==> config.mk <==
export PLATFORM = sky130hd
export DESIGN_NAME = edge_counter_top
export DESIGN_NICKNAME = d
export VERILOG_FILES = /design/src/rtl/edge_counter_pkg.sv /design/src/rtl/edge_counter_sync.sv /design/src/rtl/edge_counter_ctrl.sv /design/src/rtl/edge_counter_dp.sv /design/src/rtl/edge_counter_top.sv
export SDC_FILE = /design/constraint.sdc
export NUM_CORES = 1
export LEC_CHECK = 0
export BUFFER_PORTS_ARGS = -buffer_cell sky130_fd_sc_hd__buf_2
export CORE_AREA = 4 4 140 101
export DETAILED_ROUTE_END_ITERATION = 6
export DIE_AREA = 0 0 144 105
export SLEW_MARGIN = 10
export SYNTH_ARGS = -nofsm -noshare
export SYNTH_HDL_FRONTEND = slang
export SYNTH_SLANG_ARGS = --single-unit
==> constraint.sdc <==
create_clock -name clk -period 7.4 [get_ports clk]
set_input_delay 1.48 -clock clk [delete_from_list [all_inputs] [get_ports clk]]
set_output_delay 1.48 -clock clk [all_outputs]
set_load 0.02 [all_outputs]
==> src/rtl/edge_counter_pkg.sv <==
package edge_counter_pkg;

  localparam int CMD_W      = 8;
  localparam int CMD_RUN    = 0;
  localparam int CMD_CLEAR  = 1;
  localparam int CMD_CMPCLR = 4;

  typedef struct packed {
    logic countEn;
    logic countDown;
    logic clear;
    logic cmpClear;
  } cnt_strobe_t;

endpackage

==> src/rtl/edge_counter_sync.sv <==
module edge_counter_sync #(
  parameter int STAGES = 2
) (
  input  logic clk,
  input  logic rstN,
  input  logic d,
  output logic q
);

  logic [STAGES-1:0] chain;

  always_ff @(posedge clk) begin
    if (!rstN) chain <= '0;
    else       chain <= {chain[STAGES-2:0], d};
  end

  assign q = chain[STAGES-1];

endmodule

==> src/rtl/edge_counter_ctrl.sv <==
module edge_counter_ctrl
  import edge_counter_pkg::*;
#(
  parameter int SYNC_STAGES = 2
) (
  input  logic             clk,
  input  logic             rstN,
  input  logic             cntIn,
  input  logic             dirIn,
  input  logic             idxIn,
  input  logic             refreshStb,
  input  logic             clrPolicy,
  input  logic [CMD_W-1:0] cmdBits,
  output cnt_strobe_t      strb
);

  logic cntSync, dirSync, idxSync;
  logic cntPrev, idxPrev;
  logic runQ, clearQ, cmpClrQ, policyQ;
  logic cntRise, idxRise;

  // one synchronizer per asynchronous line
  edge_counter_sync #(.STAGES(SYNC_STAGES)) cntSync_i (
    .clk(clk), .rstN(rstN), .d(cntIn), .q(cntSync));
  edge_counter_sync #(.STAGES(SYNC_STAGES)) dirSync_i (
    .clk(clk), .rstN(rstN), .d(dirIn), .q(dirSync));
  edge_counter_sync #(.STAGES(SYNC_STAGES)) idxSync_i (
    .clk(clk), .rstN(rstN), .d(idxIn), .q(idxSync));

  always_ff @(posedge clk) begin
    if (!rstN) begin
      cntPrev <= 1'b0;
      idxPrev <= 1'b0;
      runQ    <= 1'b0;
      clearQ  <= 1'b0;
      cmpClrQ <= 1'b0;
      policyQ <= 1'b0;
    end else begin
      cntPrev <= cntSync;
      idxPrev <= idxSync;
      runQ    <= cmdBits[CMD_RUN];
      clearQ  <= cmdBits[CMD_CLEAR];
      cmpClrQ <= cmdBits[CMD_CMPCLR];
      policyQ <= clrPolicy;
    end
  end

  assign cntRise = cntSync & ~cntPrev;
  assign idxRise = idxSync & ~idxPrev;

  always_comb begin
    strb.countEn   = runQ & cntRise;
    strb.countDown = dirSync;
    strb.cmpClear  = cmpClrQ;
    if (policyQ) strb.clear = clearQ & idxRise;
    else         strb.clear = clearQ & refreshStb;
  end

  AST_CMD_KNOWN: assert property (@(posedge clk) disable iff (!rstN)
    !$isunknown(cmdBits)) else $error("command byte unknown");

  AST_UNARMED_NO_CLEAR: assert property (@(posedge clk) disable iff (!rstN)
    !clearQ |-> !strb.clear) else $error("clear without arm");

  AST_STOPPED_NO_STEP: assert property (@(posedge clk) disable iff (!rstN)
    !runQ |-> !strb.countEn) else $error("step while stopped");

endmodule

==> src/rtl/edge_counter_dp.sv <==
module edge_counter_dp
  import edge_counter_pkg::*;
#(
  parameter int CNT_W = 32,
  parameter int CMP_W = 8,
  parameter int PAT_W = 16
) (
  input  logic             clk,
  input  logic             rstN,
  input  cnt_strobe_t      strb,
  input  logic             cmpLoad,
  input  logic [CMP_W-1:0] cmpResultIn,
  input  logic [PAT_W-1:0] patternIn,
  output logic [CNT_W-1:0] presentValue,
  output logic [CMP_W-1:0] cmpResult,
  output logic [PAT_W-1:0] patternOut
);

  localparam logic [CNT_W-1:0] ONE = CNT_W'(1);

  always_ff @(posedge clk) begin
    if (!rstN)              presentValue <= '0;
    else if (strb.clear)    presentValue <= '0;
    else if (strb.countEn)  presentValue <= strb.countDown ? presentValue - ONE
                                                           : presentValue + ONE;
  end

  always_ff @(posedge clk) begin
    if (!rstN || strb.cmpClear) begin
      cmpResult  <= '0;
      patternOut <= '0;
    end else if (cmpLoad) begin
      cmpResult  <= cmpResultIn;
      patternOut <= patternIn;
    end
  end

  AST_CLEAR_WINS: assert property (@(posedge clk) disable iff (!rstN)
    strb.clear |=> presentValue == '0) else $error("clear lost");

  AST_STEP_UP: assert property (@(posedge clk) disable iff (!rstN)
    (strb.countEn && !strb.clear && !strb.countDown)
      |=> presentValue == $past(presentValue) + ONE) else $error("bad up step");

  AST_STEP_DOWN: assert property (@(posedge clk) disable iff (!rstN)
    (strb.countEn && !strb.clear && strb.countDown)
      |=> presentValue == $past(presentValue) - ONE) else $error("bad down step");

  AST_HOLD_IDLE: assert property (@(posedge clk) disable iff (!rstN)
    (!strb.countEn && !strb.clear) |=> $stable(presentValue)) else $error("value drift");

  AST_CMP_WIPE: assert property (@(posedge clk) disable iff (!rstN)
    strb.cmpClear |=> (cmpResult == '0 && patternOut == '0)) else $error("wipe lost");

endmodule

==> src/rtl/edge_counter_top.sv <==
module edge_counter_top
  import edge_counter_pkg::*;
#(
  parameter int CNT_W       = 32,
  parameter int CMP_W       = 8,
  parameter int PAT_W       = 16,
  parameter int SYNC_STAGES = 2
) (
  input  logic             clk,
  input  logic             rstN,
  input  logic             cntIn,
  input  logic             dirIn,
  input  logic             idxIn,
  input  logic             refreshStb,
  input  logic             clrPolicy,
  input  logic [CMD_W-1:0] cmdBits,
  input  logic             cmpLoad,
  input  logic [CMP_W-1:0] cmpResultIn,
  input  logic [PAT_W-1:0] patternIn,
  output logic [CNT_W-1:0] presentValue,
  output logic [CMP_W-1:0] cmpResult,
  output logic [PAT_W-1:0] patternOut
);

  cnt_strobe_t strb;

  edge_counter_ctrl #(.SYNC_STAGES(SYNC_STAGES)) ctrl_i (
    .clk(clk), .rstN(rstN), .cntIn(cntIn), .dirIn(dirIn), .idxIn(idxIn),
    .refreshStb(refreshStb), .clrPolicy(clrPolicy), .cmdBits(cmdBits),
    .strb(strb));

  edge_counter_dp #(.CNT_W(CNT_W), .CMP_W(CMP_W), .PAT_W(PAT_W)) dp_i (
    .clk(clk), .rstN(rstN), .strb(strb), .cmpLoad(cmpLoad),
    .cmpResultIn(cmpResultIn), .patternIn(patternIn),
    .presentValue(presentValue), .cmpResult(cmpResult), .patternOut(patternOut));

endmodule

**After elaboration in Yosys (flattened, before gate mapping)**

Cells that the tools add are included.

- Output and inout port bits: 56
- Register bits after elaboration: 68
- Logic and storage cells: 27

- Bitwise logic cells: 8
- Reduce and logical (&&, ||, !) cells: 3
- $add $sub $neg: 2
- Muxes and demuxes: 2

Operators by type and width:

| operator | number |
|---|---|
| $add 32x1->32 const B | 1 |
| $mux 32 | 1 |
| $sub 32x1->32 const B | 1 |
| $and 1x1->1 | 5 |
| $not 1->1 | 3 |
| $reduce_or 2->1 | 1 |
| $logic_not 1->1 | 1 |
| $logic_or 1x1->1 | 1 |
| $mux 1 | 1 |

**Logic depth before layout (Yosys ltp)**

Gate-level depths: netlist of run 1.

- Depth after elaboration: 5
- Mapped depth: 10
- Gate-level depth less buffers: 9

**By module**

A second synthesis of run 1 with hierarchy kept.

- Cells, all modules: 453
- Area total of the unflattened synthesis: 3,976.3 sq um

Modules (own cells, without submodules):

| module | sequential area each (sq um) | times used | area an instance (sq um) | cells an instance |
|---|---|---|---|---|
| edge_counter_dp | 1,121.1 | 1 | 3,618.5 | 422 |
| edge_counter_ctrl | 120.1 | 1 | 200.2 | 19 |
| edge_counter_sync | 40.0 | 3 | 52.6 | 4 |

**Least setup slack after synthesis of run 1**

No wires, ideal clock.

- Kind: reg2reg
- Start: register ctrl_i.dirSync_i.chain[1]
- End: register dp_i.presentValue[30]
- Required time: 7.278 ns
- Path slack: 4.472 ns
- Library setup time: 0.122 ns
- Cell stages (with the launch flop): 10
- Data arrival time: 2.806 ns
- Path through: dfxtp_1 ha_1 a21oi_2 o211a_4 nor4_4 o31a_1 o21a_2 a31oi_1 nor3_1 a221o_1

- Word-level cells in the longest chain between the ends: 1

RTL lines:

| item | RTL line | text |
|---|---|---|
| start: declaration | edge_counter_sync.sv:10 | `logic [STAGES-1:0] chain;` |
| start signal: assignment | edge_counter_sync.sv:14 | `else chain <= {chain[STAGES-2:0], d};` |
| $mux 32 | edge_counter_dp.sv:24 | `else if (strb.countEn) presentValue <= strb.countDown ? presentValue - ONE` |
| end signal: assignment | edge_counter_dp.sv:24 |  |
| end: declaration | edge_counter_dp.sv:14 | `output logic [CNT_W-1:0] presentValue,` |

Every way passes these cells.
A chain may end at the register's enable or synchronous reset.

**Worst setup path after layout of run 1**

- Start: input port refreshStb
- End: register dp_i.presentValue[30]

- Word-level cells in the longest chain between the ends: 3

RTL lines:

| item | RTL line | text |
|---|---|---|
| start: declaration | edge_counter_top.sv:14 | `input logic refreshStb,` |
| $and 1x1->1 | edge_counter_ctrl.sv:56 | `else strb.clear = clearQ & refreshStb;` |
| $mux 1 | edge_counter_ctrl.sv:55 | `if (policyQ) strb.clear = clearQ & idxRise;` |
| $reduce_or 2->1 (no line) | -- |  |

Every way passes these cells.

==> results.ini, run 1 <==
[place]
place_hpwl_mm=7.579
gp_congestion=0.9009
dpl_worst_slack_ps=3903
numPortBuffers=90
placed_area_um2=4573
dp.cells=708

[synth]
ys_async_sr_fraction_pct=0
synth_top_flop_cell=dfxtp_1
synthCells=473
synth_enable_flop_cells=0
ys_types=66
syn-num-nets=544
ys_seq_elements=68
yosys_warnings=0
syn_area_per_cell_um2=8.520
syn-cell-area_um2=4030
seq_area_frac_synth_pct=33.78

[sta]
fin_crit_sh_pct=41.79
tns_ps=0
layout_setup_ws_ps=4308
finalWorstPathRequiredPeriod_ps=3092
worstMarginPinSlew_ps=1107
slew_violations=0
final-setup-viol-count=0
fmax_mhz=323.4
hold_viol_final=0
grt_setup_unrepaired=no
slew-limit-headroom_pct=26.04
worst_hold_slack_ps=431.2
finClkSkew_ps=6.017

[power]
powerDensity_nw_per_um2=184.5
p_clk_share_pct=48.2
p_sw_share_pct=25.37
p_leak_nw=2.245
switchingPower_mw=0.2282
p_seq_share_pct=42.5
pwr-share-comb_pct=9.3
intPower_mw=0.6711
p_total_mw=0.8993
ir_worst_vdd_v=0.0001049

[critical_path]
cp_num_buf_inv=2
path_class=in2reg
crit_chain=buf_2 > inv_1 > o21ai_0 > nand2_1 > nand2_1 > nor2_1 > a221o_1
cpLargestDelayFamily=simple AND/OR/NAND/NOR gates
slowest_stage=nand2_1
startpoint_type=input port
critical_path_arrival_ps=3310
cp.required_ps=7610
slowest_delay_ps=810
cp_common_cell=nand2_1
worst_setup_path_end_kind=flip-flop
path_max_fanout=30

[job]
cap_violations=0

[clock_tree]
clockRootBuffer=clkbuf_16
clk_latency_ps=330
cts_buffers=9
post_cts_buffers=0
clockBufferDepth=2
cts_tree=done
cts_resized=0
clk_pin_slew_ps=60
clock-sinks=68
htreeDepth=3
hold_buffers=0

[drt]
wl_mm=10.27
dr_total_vias=3606
first_pass_iters=4
drtIter0Drc=245
wire_per_inst_um=14.18
ant_nets=0
viasPerCell=4.981
route.detailed.drc=0

[floorplanning]
rows=35
ios=96
die_height_um=105
fp.coreArea_um2=12920
die-area_um2=15120
die_w_um=144
start_util_pct=31.20

[global_routing]
grt_max_degree=35
grt_use_total_pct=13.67
grt_pass1_vias=3375
grt-ovfl-total=0
grt_pass1_wl_mm=17.00
grt_antenna_before_repair=0

[layout]
fillCellCount=1310
fin_area_um2=4875
diodes=0
final_core_util_pct=37.73
layout-drive-gt1-share_pct=22.94
fin_nets=624
layout.cells.non_filler=724
syn_to_final_growth_pct=20.96

[run_status]
status=complete, no violations

[min_path]
hp-class=reg2reg

cell type report:
type                            count  area, um^2  area share [%]
Timing Repair Buffer               92       465.4           9.548
Inverter                            9       33.78          0.6930
Clock buffer                        9       225.2           4.620
Multi-Input combinational cell    373        2505           51.39
Clock inverter                      7       76.32           1.566
Sequential cell                    68        1361           27.93
Tap cell                          166       207.7           4.261
worst register-to-register path: stages, from the launching register on:
cell	delay, ps
dfxtp_1	300
buf_4	370
ha_1	410
a21oi_1	350
o211ai_1	170
a211oi_1	370
o21ai_1	210
a221oi_2	340
o221a_1	290
a211o_1	110
nand3_1	60
power by group through the flow:
stage / combinational, mW / clock (mW) / sequential (mW)
3_3_place_gp: 0.0830 / 0 / 0.389
3_5_place_dp: 0.0842 / 0 / 0.390
6_report: 0.0840 / 0.433 / 0.382
5_1_grt: 0.0925 / 0.464 / 0.383
4_1_cts: 0.0846 / 0.448 / 0.382
2_1_floorplan: 0.0487 / 0 / 0.400
layout by cell type (no fill, tap or decap), drive strengths merged, types with 10 or more instances in the layout:
master,count
and2,13
nand2,60
buf,92
o21ai,21
ha,30
nor2,51
nand3,13
mux2i,24
dfxtp,68
inv,10
a21oi,51
xnor2,16
state kept, by name, indices dropped and copies added, names as in the netlist:
register and cells:
ctrl_i.dirSync_i.chain 2, ctrl_i.runQ 1, ctrl_i.cntSync_i.chain 2, ctrl_i.cntPrev 1, dp_i.presentValue 32, dp_i.patternOut 16, ctrl_i.idxSync_i.chain 2, ctrl_i.idxPrev 1
ctrl_i.cmpClrQ 1, ctrl_i.policyQ 1, ctrl_i.clearQ 1, dp_i.cmpResult 8
kinds of logic (layout without fill, tap and decap cells):
| group | after synthesis | count (layout) | share of synthesized area [%] |
|---|---|---|---|
| buffers and inverters | 32 | 117 | 4.129 |
| AO/OA/AOI/OAI | 122 | 122 | 20.86 |
| XOR/XNOR | 25 | 25 | 5.433 |
| adder cells (fa/ha/maj) | 31 | 31 | 9.811 |
| AND/OR/NAND/NOR | 171 | 171 | 20.02 |
| multiplexers | 24 | 24 | 5.961 |
| flip-flops | 68 | 68 | 33.78 |
path summary, 6_finish.rpt:
kind	start	end	slack [ps]	cells after the start
min	ctrl_i.idxSync_i.chain[0]	ctrl_i.idxSync_i.chain[1]	430	1
max	refreshStb	dp_i.presentValue[30]	4310	7
max reg2reg	ctrl_i.dirSync_i.chain[1]	dp_i.presentValue[31]	4310	10
min reg2reg	ctrl_i.idxSync_i.chain[0]	ctrl_i.idxSync_i.chain[1]	430	1
layer usage:
layer | vias up | routed length (um) | part of all wire, % | GRT usage, %
li1 | 1843 | - | - | -
met1 | 1663 | 4906 | 48 | 19.32
met2 | 91 | 4493 | 44 | 19.42
met3 | 9 | 761 | 7.4 | 4.620
met4 | 0 | 105 | 1.0 | 4.301
met5 | - | 0 | 0 | 0
Yosys cell counts (3+ instances only):
cell | instances | area [um^2]
or3_1 | 3 | 18.77
a21o_1 | 8 | 60.06
xnor2_1 | 16 | 140.1
o21ai_0 | 18 | 90.09
mux2i_1 | 24 | 240.2
dfxtp_1 | 68 | 1361
clkbuf_1 | 12 | 45.04
o21bai_1 | 5 | 37.54
inv_1 | 9 | 33.78
a21oi_1 | 47 | 235.2
nand3_1 | 13 | 65.06
ha_1 | 30 | 375.4
xor2_1 | 9 | 78.83
a211oi_1 | 6 | 45.04
a31oi_1 | 3 | 18.77
nor3_1 | 9 | 45.04
a21oi_2 | 4 | 35.03
nor2_1 | 50 | 187.7
and2_1 | 13 | 81.33
buf_4 | 3 | 22.52
nand2_1 | 59 | 221.5
nand4_1 | 7 | 43.79
Note: power is estimated with default switching activity, not from simulation.
==> run 2, diff against run 1 <==
--- a/config.mk
+++ b/config.mk
@@ -5,10 +5,11 @@
 export SDC_FILE = /design/constraint.sdc
 export NUM_CORES = 1
 export LEC_CHECK = 0
+export ABC_AREA = 1
 export BUFFER_PORTS_ARGS = -buffer_cell sky130_fd_sc_hd__buf_2
-export CORE_AREA = 4 4 140 101
+export CORE_AREA = 4 4 153 110
 export DETAILED_ROUTE_END_ITERATION = 6
-export DIE_AREA = 0 0 144 105
+export DIE_AREA = 0 0 157 114
 export SLEW_MARGIN = 10
 export SYNTH_ARGS = -nofsm -noshare
 export SYNTH_HDL_FRONTEND = slang
==> constraint.sdc (replaced) <==
create_clock -name clk -period 3 [get_ports clk]
set_input_delay 0.6 -clock clk [delete_from_list [all_inputs] [get_ports clk]]
set_output_delay 0.6 -clock clk [all_outputs]
set_load 0.02 [all_outputs]
==> results.ini, run 2 <==
[run_status]
status=complete, no violations

[drt]
drtIter0Drc=232
first_pass_iters=4
wl_mm=13.00
route.detailed.drc=0
viasPerCell=4.263
wire_per_inst_um=11.69
ant_nets=0
dr_total_vias=4740

[synth]
yosys.cell_count.top_type=nand2_1
syn-cell-area_um2=4846
ys_seq_elements=68
ys_async_sr_fraction_pct=0
syn-num-nets=890
synth_enable_flop_cells=0
seq_area_frac_synth_pct=28.09
ys_types=28
synth_top_flop_cell=dfxtp_1
synth_top_area_share_pct=28.09
synth_top_area_cell=dfxtp_1
synthTopCellsByArea=dfxtp_1 (28%), nand2_1 (22%), inv_1 (11%)
synthCells=819
synthTopCellsByCount=nand2_1 (290), inv_1 (148), nor2_1 (95)
yosys_warnings=0
syn_area_per_cell_um2=5.917

[sta]
fmax_mhz=426.1
slew_violations=0
finalWorstPathRequiredPeriod_ps=2347
finClkSkew_ps=7.236
hold_viol_final=0
layout_setup_ws_ps=652.9
worstMarginPinSlew_ps=801.1
final-setup-viol-count=0
fin_crit_sh_pct=78.24
grt_setup_unrepaired=no
tns_ps=0
slew-limit-headroom_pct=46.46

[min_path]
hp-class=reg2reg
min_from=ctrl_i.idxSync_i.chain[0]

[critical_path]
cp.required_ps=3240
cp_common_cell=nand2_1
startpoint_type=flip-flop
crit_chain=buf_4 > ha_1 > nand2_1 > inv_1 > nand2_1 > nand2_1 > nand2_1 > nand2_1 > a21oi_1 > nand2_1 > nand2_1 > nand3_1 > nand2_1 > inv_1
critical_path_arrival_ps=2590
reg2reg_from=ctrl_i.dirSync_i.chain[1]
slowest_delay_ps=540
path_class=reg2reg
path_max_fanout=16
slowest_stage=dfxtp_1
worst_setup_path_end_kind=flip-flop
cp-startpoint=ctrl_i.dirSync_i.chain[1]

[layout]
layout.cells.non_filler=1112
fin_nets=978
layout-drive-gt1-share_pct=17.32
fin_area_um2=5814
fillCellCount=1715
top_regs=dp_i.presentValue: 32 flops, dp_i.patternOut: 16 flops, dp_i.cmpResult: 8 flops
layout_commonest_cell=nand2_1
regMostFlops=dp_i.presentValue
largest_reg_flops=32
multi_input_area_um2=2815
syn_to_final_growth_pct=19.98
regArea_um2=1361
diodes=0
layout.cells.most_common_list=nand2_1 (290), inv_1 (148), nor2_1 (94), buf_2 (90), dfxtp_1 (68)

[clock_tree]
clockRootBuffer=clkbuf_16
cts_resized=0
post_cts_buffers=0
htreeDepth=3
hold_buffers=0
clock-sinks=68
clk_latency_ps=340
cts_buffers=9
cts_tree=done
clockBufferDepth=2
clk_pin_slew_ps=60

[global_routing]
grt_pass1_vias=4374
grt_pass1_wl_mm=21.60
grt_use_total_pct=15.01
grt_antenna_before_repair=0
grt_max_degree=29
grt-ovfl-total=0

[place]
placed_area_um2=5508
gp_congestion=0.9178
place_hpwl_mm=10.24
numPortBuffers=90
dp.cells=1096
dpl_worst_slack_ps=643.8

[floorplanning]
die_w_um=157
fp.coreArea_um2=15360
die-area_um2=17900
start_util_pct=31.55
die_height_um=114
ios=96
rows=38

[job]
cap_violations=0

[power]
ir_worst_vdd_v=0.0002542
p_total_mw=2.315
p_leak_nw=3.465
powerDensity_nw_per_um2=398.2

run 2: cell types whose count changed after synthesis, sizes merged, moves of 7 or more:
cell   change
a21o       -7
xnor2     -11
mux2i     -24
nand3     +30
and2      -13
nand2    +246
nor2      +50
inv      +151
run 2: cell families after synthesis:
kind of cell | Yosys count | share of synthesized area [%]
AOI/OAI and AO/OA | 70 | 7.798
buffers and inverters | 177 | 13.97
adders and majority gates | 31 | 8.159
DFF | 68 | 28.09
and+or+nand+nor | 457 | 39.09
xor gates and xnor gates | 16 | 2.892
run 2: worst max-delay path, delay by kind of cell (launching register included):
family,cells,cell delay [ps]
buf+inv,3,380
compound gates,1,300
fa+ha+maj,1,300
flops,1,540
simple gates,9,730
run 2: routing by layer:
layer / GRT usage (%) / part of all wire, %
met1: 21.92 / 52
met2: 21.29 / 38
met3: 5.195 / 9.2
met4: 3.121 / 0.85
met5: 0 / 0
run 2: area by class of cell:
class	instances	share of cell area, %
repair buffers	94	8.263
clock buffers	9	3.873
flip-flops and latches	68	23.41
well taps	200	4.304
clock inverters	7	1.399
multi-input cells	574	48.42
inverters	160	10.33
run 2: stage by stage:
step,hold WS (ps),util [%]
after global placement,396.7,35.86
after global routing,439.8,37.86
after CTS,413.7,37.86
after floorplan,390.5,-
after detailed placement,398.7,35.86
final,412.0,37.86
run 2: worst paths after layout:
path	end	slack, ps	cells after the start
worst max-delay path	dp_i.presentValue[28]	650	14
worst min-delay path	ctrl_i.idxSync_i.chain[1]	410	2
worst max register to register	dp_i.presentValue[28]	650	14
worst min register to register	ctrl_i.idxSync_i.chain[1]	410	2
run 2: where the power goes:
part | switching [mW] | internal (mW)
Clock | 0.467 | 0.658
Sequential | 0.0172 | 0.933
Combinational | 0.155 | 0.0860
Total | 0.638 | 1.68
==> run 3, diff against run 2 <==
==> constraint.sdc (replaced) <==
create_clock -name clk -period 2.1 [get_ports clk]
set_input_delay 0.42 -clock clk [delete_from_list [all_inputs] [get_ports clk]]
set_output_delay 0.42 -clock clk [all_outputs]
set_load 0.02 [all_outputs]
==> results.ini, run 3 (same netlist as run 2, synthesis figures left out) <==
[global_routing]
grt-ovfl-total=0
grt_pass1_vias=4728
grt_use_total_pct=15.39
grt_max_degree=50
grt_pass1_wl_mm=22.20
grt_antenna_before_repair=0

[clock_tree]
cts_buffers=9
clockRootBuffer=clkbuf_16
hold_buffers=0
clockBufferDepth=2
clock-sinks=68
clk_latency_ps=340
clk_pin_slew_ps=60
htreeDepth=3
cts_tree=done

[floorplanning]
rows=38
start_util_pct=31.55
die-area_um2=17900
die_w_um=157
ios=96
die_height_um=114
fp.coreArea_um2=15360

[sta]
worstMarginPinSlew_ps=682.5
worst_hold_slack_ps=259.1
finClkSkew_ps=7.498
layout_setup_ws_ps=96.22
final-setup-viol-count=0
grt_setup_unrepaired=yes
hold_viol_final=0
tns_ps=0
slew_violations=0
finalWorstPathRequiredPeriod_ps=2004
fmax_mhz=499.1
fin_crit_sh_pct=95.42
slew-limit-headroom_pct=54.45

[critical_path]
critical_path_arrival_ps=2240
crit_chain=clkbuf_16 > ha_4 > nand2_2 > buf_4 > nor3_2 > nand2_1 > nand2_2 > nand2_1 > nand3_1 > nand3_1 > nand2_1 > inv_1
slowest_delay_ps=390
path_class=reg2reg
cp.required_ps=2340
startpoint_type=flip-flop
slowest_stage=dfxtp_4
cp_common_cell=nand2_1
worst_setup_path_end_kind=flip-flop
path_max_fanout=8

[run_status]
status=complete, no violations

[min_path]
hp-class=in2reg

[drt]
viasPerCell=4.315
routed-wl-met2_mm=5.532
met1_length_mm=7.119
dr_wl_met3_mm=1.087
drtIter0Drc=237
dr_total_vias=5044
route.detailed.drc=0
ant_nets=0
wl_mm=13.85
first_pass_iters=4
wire_per_inst_um=11.85
top_layer_used=met4

[layout]
top_regs=dp_i.presentValue: 32 flops, dp_i.patternOut: 16 flops, dp_i.cmpResult: 8 flops
largest_reg_flops=32
fin_nets=1035
diodes=0
layout_commonest_cell=nand2_1
syn_to_final_growth_pct=37.44
layout-drive-gt1-share_pct=27.55
layout.cells.most_common_list=nand2_1 (278), inv_1 (148), buf_2 (90), nor2_1 (87), dfxtp_1 (67)
regMostFlops=dp_i.presentValue

[place]
gp_congestion=0.9108
dpl_worst_slack_ps=93.97
place_hpwl_mm=10.33
numPortBuffers=90

[power]
ir_worst_vdd_v=0.0003173
powerDensity_nw_per_um2=507.9
p_total_mw=3.382
p_leak_nw=3.795

[job]
cap_violations=0

run 3: critical path: cells and delay by family (launching register included):
| kind | cells | cell delay (ps) |
|---|---|---|
| buf+inv | 3 | 390 |
| flops | 1 | 390 |
| fa+ha+maj | 1 | 290 |
| simple gates | 8 | 830 |
run 3: per-stage QoR:
| step | instance area (um^2) | utilization [%] | instances |
|---|---|---|---|
| after CTS | 6217 | 40.48 | 1162 |
| after detailed placement | 5909 | 38.48 | 1146 |
| after floorplan | 4847 | - | 819 |
| after global placement | 5909 | 38.48 | 1146 |
| after global routing | 6660 | 43.37 | 1169 |
| final | 6660 | 43.37 | 1169 |
run 3: worst paths after layout:
| check | start | to | slack [ps] | depth (start not counted) |
|---|---|---|---|---|
| worst min register to register | ctrl_i.dirSync_i.chain[0] | ctrl_i.dirSync_i.chain[1] | 410 | 2 |
| worst max register to register | ctrl_i.dirSync_i.chain[1] | dp_i.presentValue[29] | 100 | 12 |
| worst min-delay path | clrPolicy | ctrl_i.policyQ | 260 | 3 |
| worst max-delay path | ctrl_i.dirSync_i.chain[1] | dp_i.presentValue[29] | 100 | 12 |
run 3: layout make-up:
cell class                      count  area, um^2
Clock buffer                        9       225.2
Inverter                          160       600.6
Fill cell                        1629        8697
Multi-Input combinational cell    574        3156
Timing Repair Buffer              151       980.9
Sequential cell                    68        1365
Clock inverter                      7       82.58
Tap cell                          200       250.2
run 3: timing repair:
action                     CTS  global route
setup endpoints to repair    0            16
setup buffers                0             5
gates resized for setup      0            62
run 3: power breakdown:
group	switching (mW)	internal [mW]
logic	0.240	0.186
clock network	0.655	0.941
registers	0.0279	1.33
total	0.924	2.46
run 3: per-layer routing:
layer / up-vias / GRT usage, %
li1: 2750 / -
met1: 2164 / 21.74
met2: 122 / 22.06
met3: 8 / 5.764
met4: 0 / 3.931
met5: - / 0
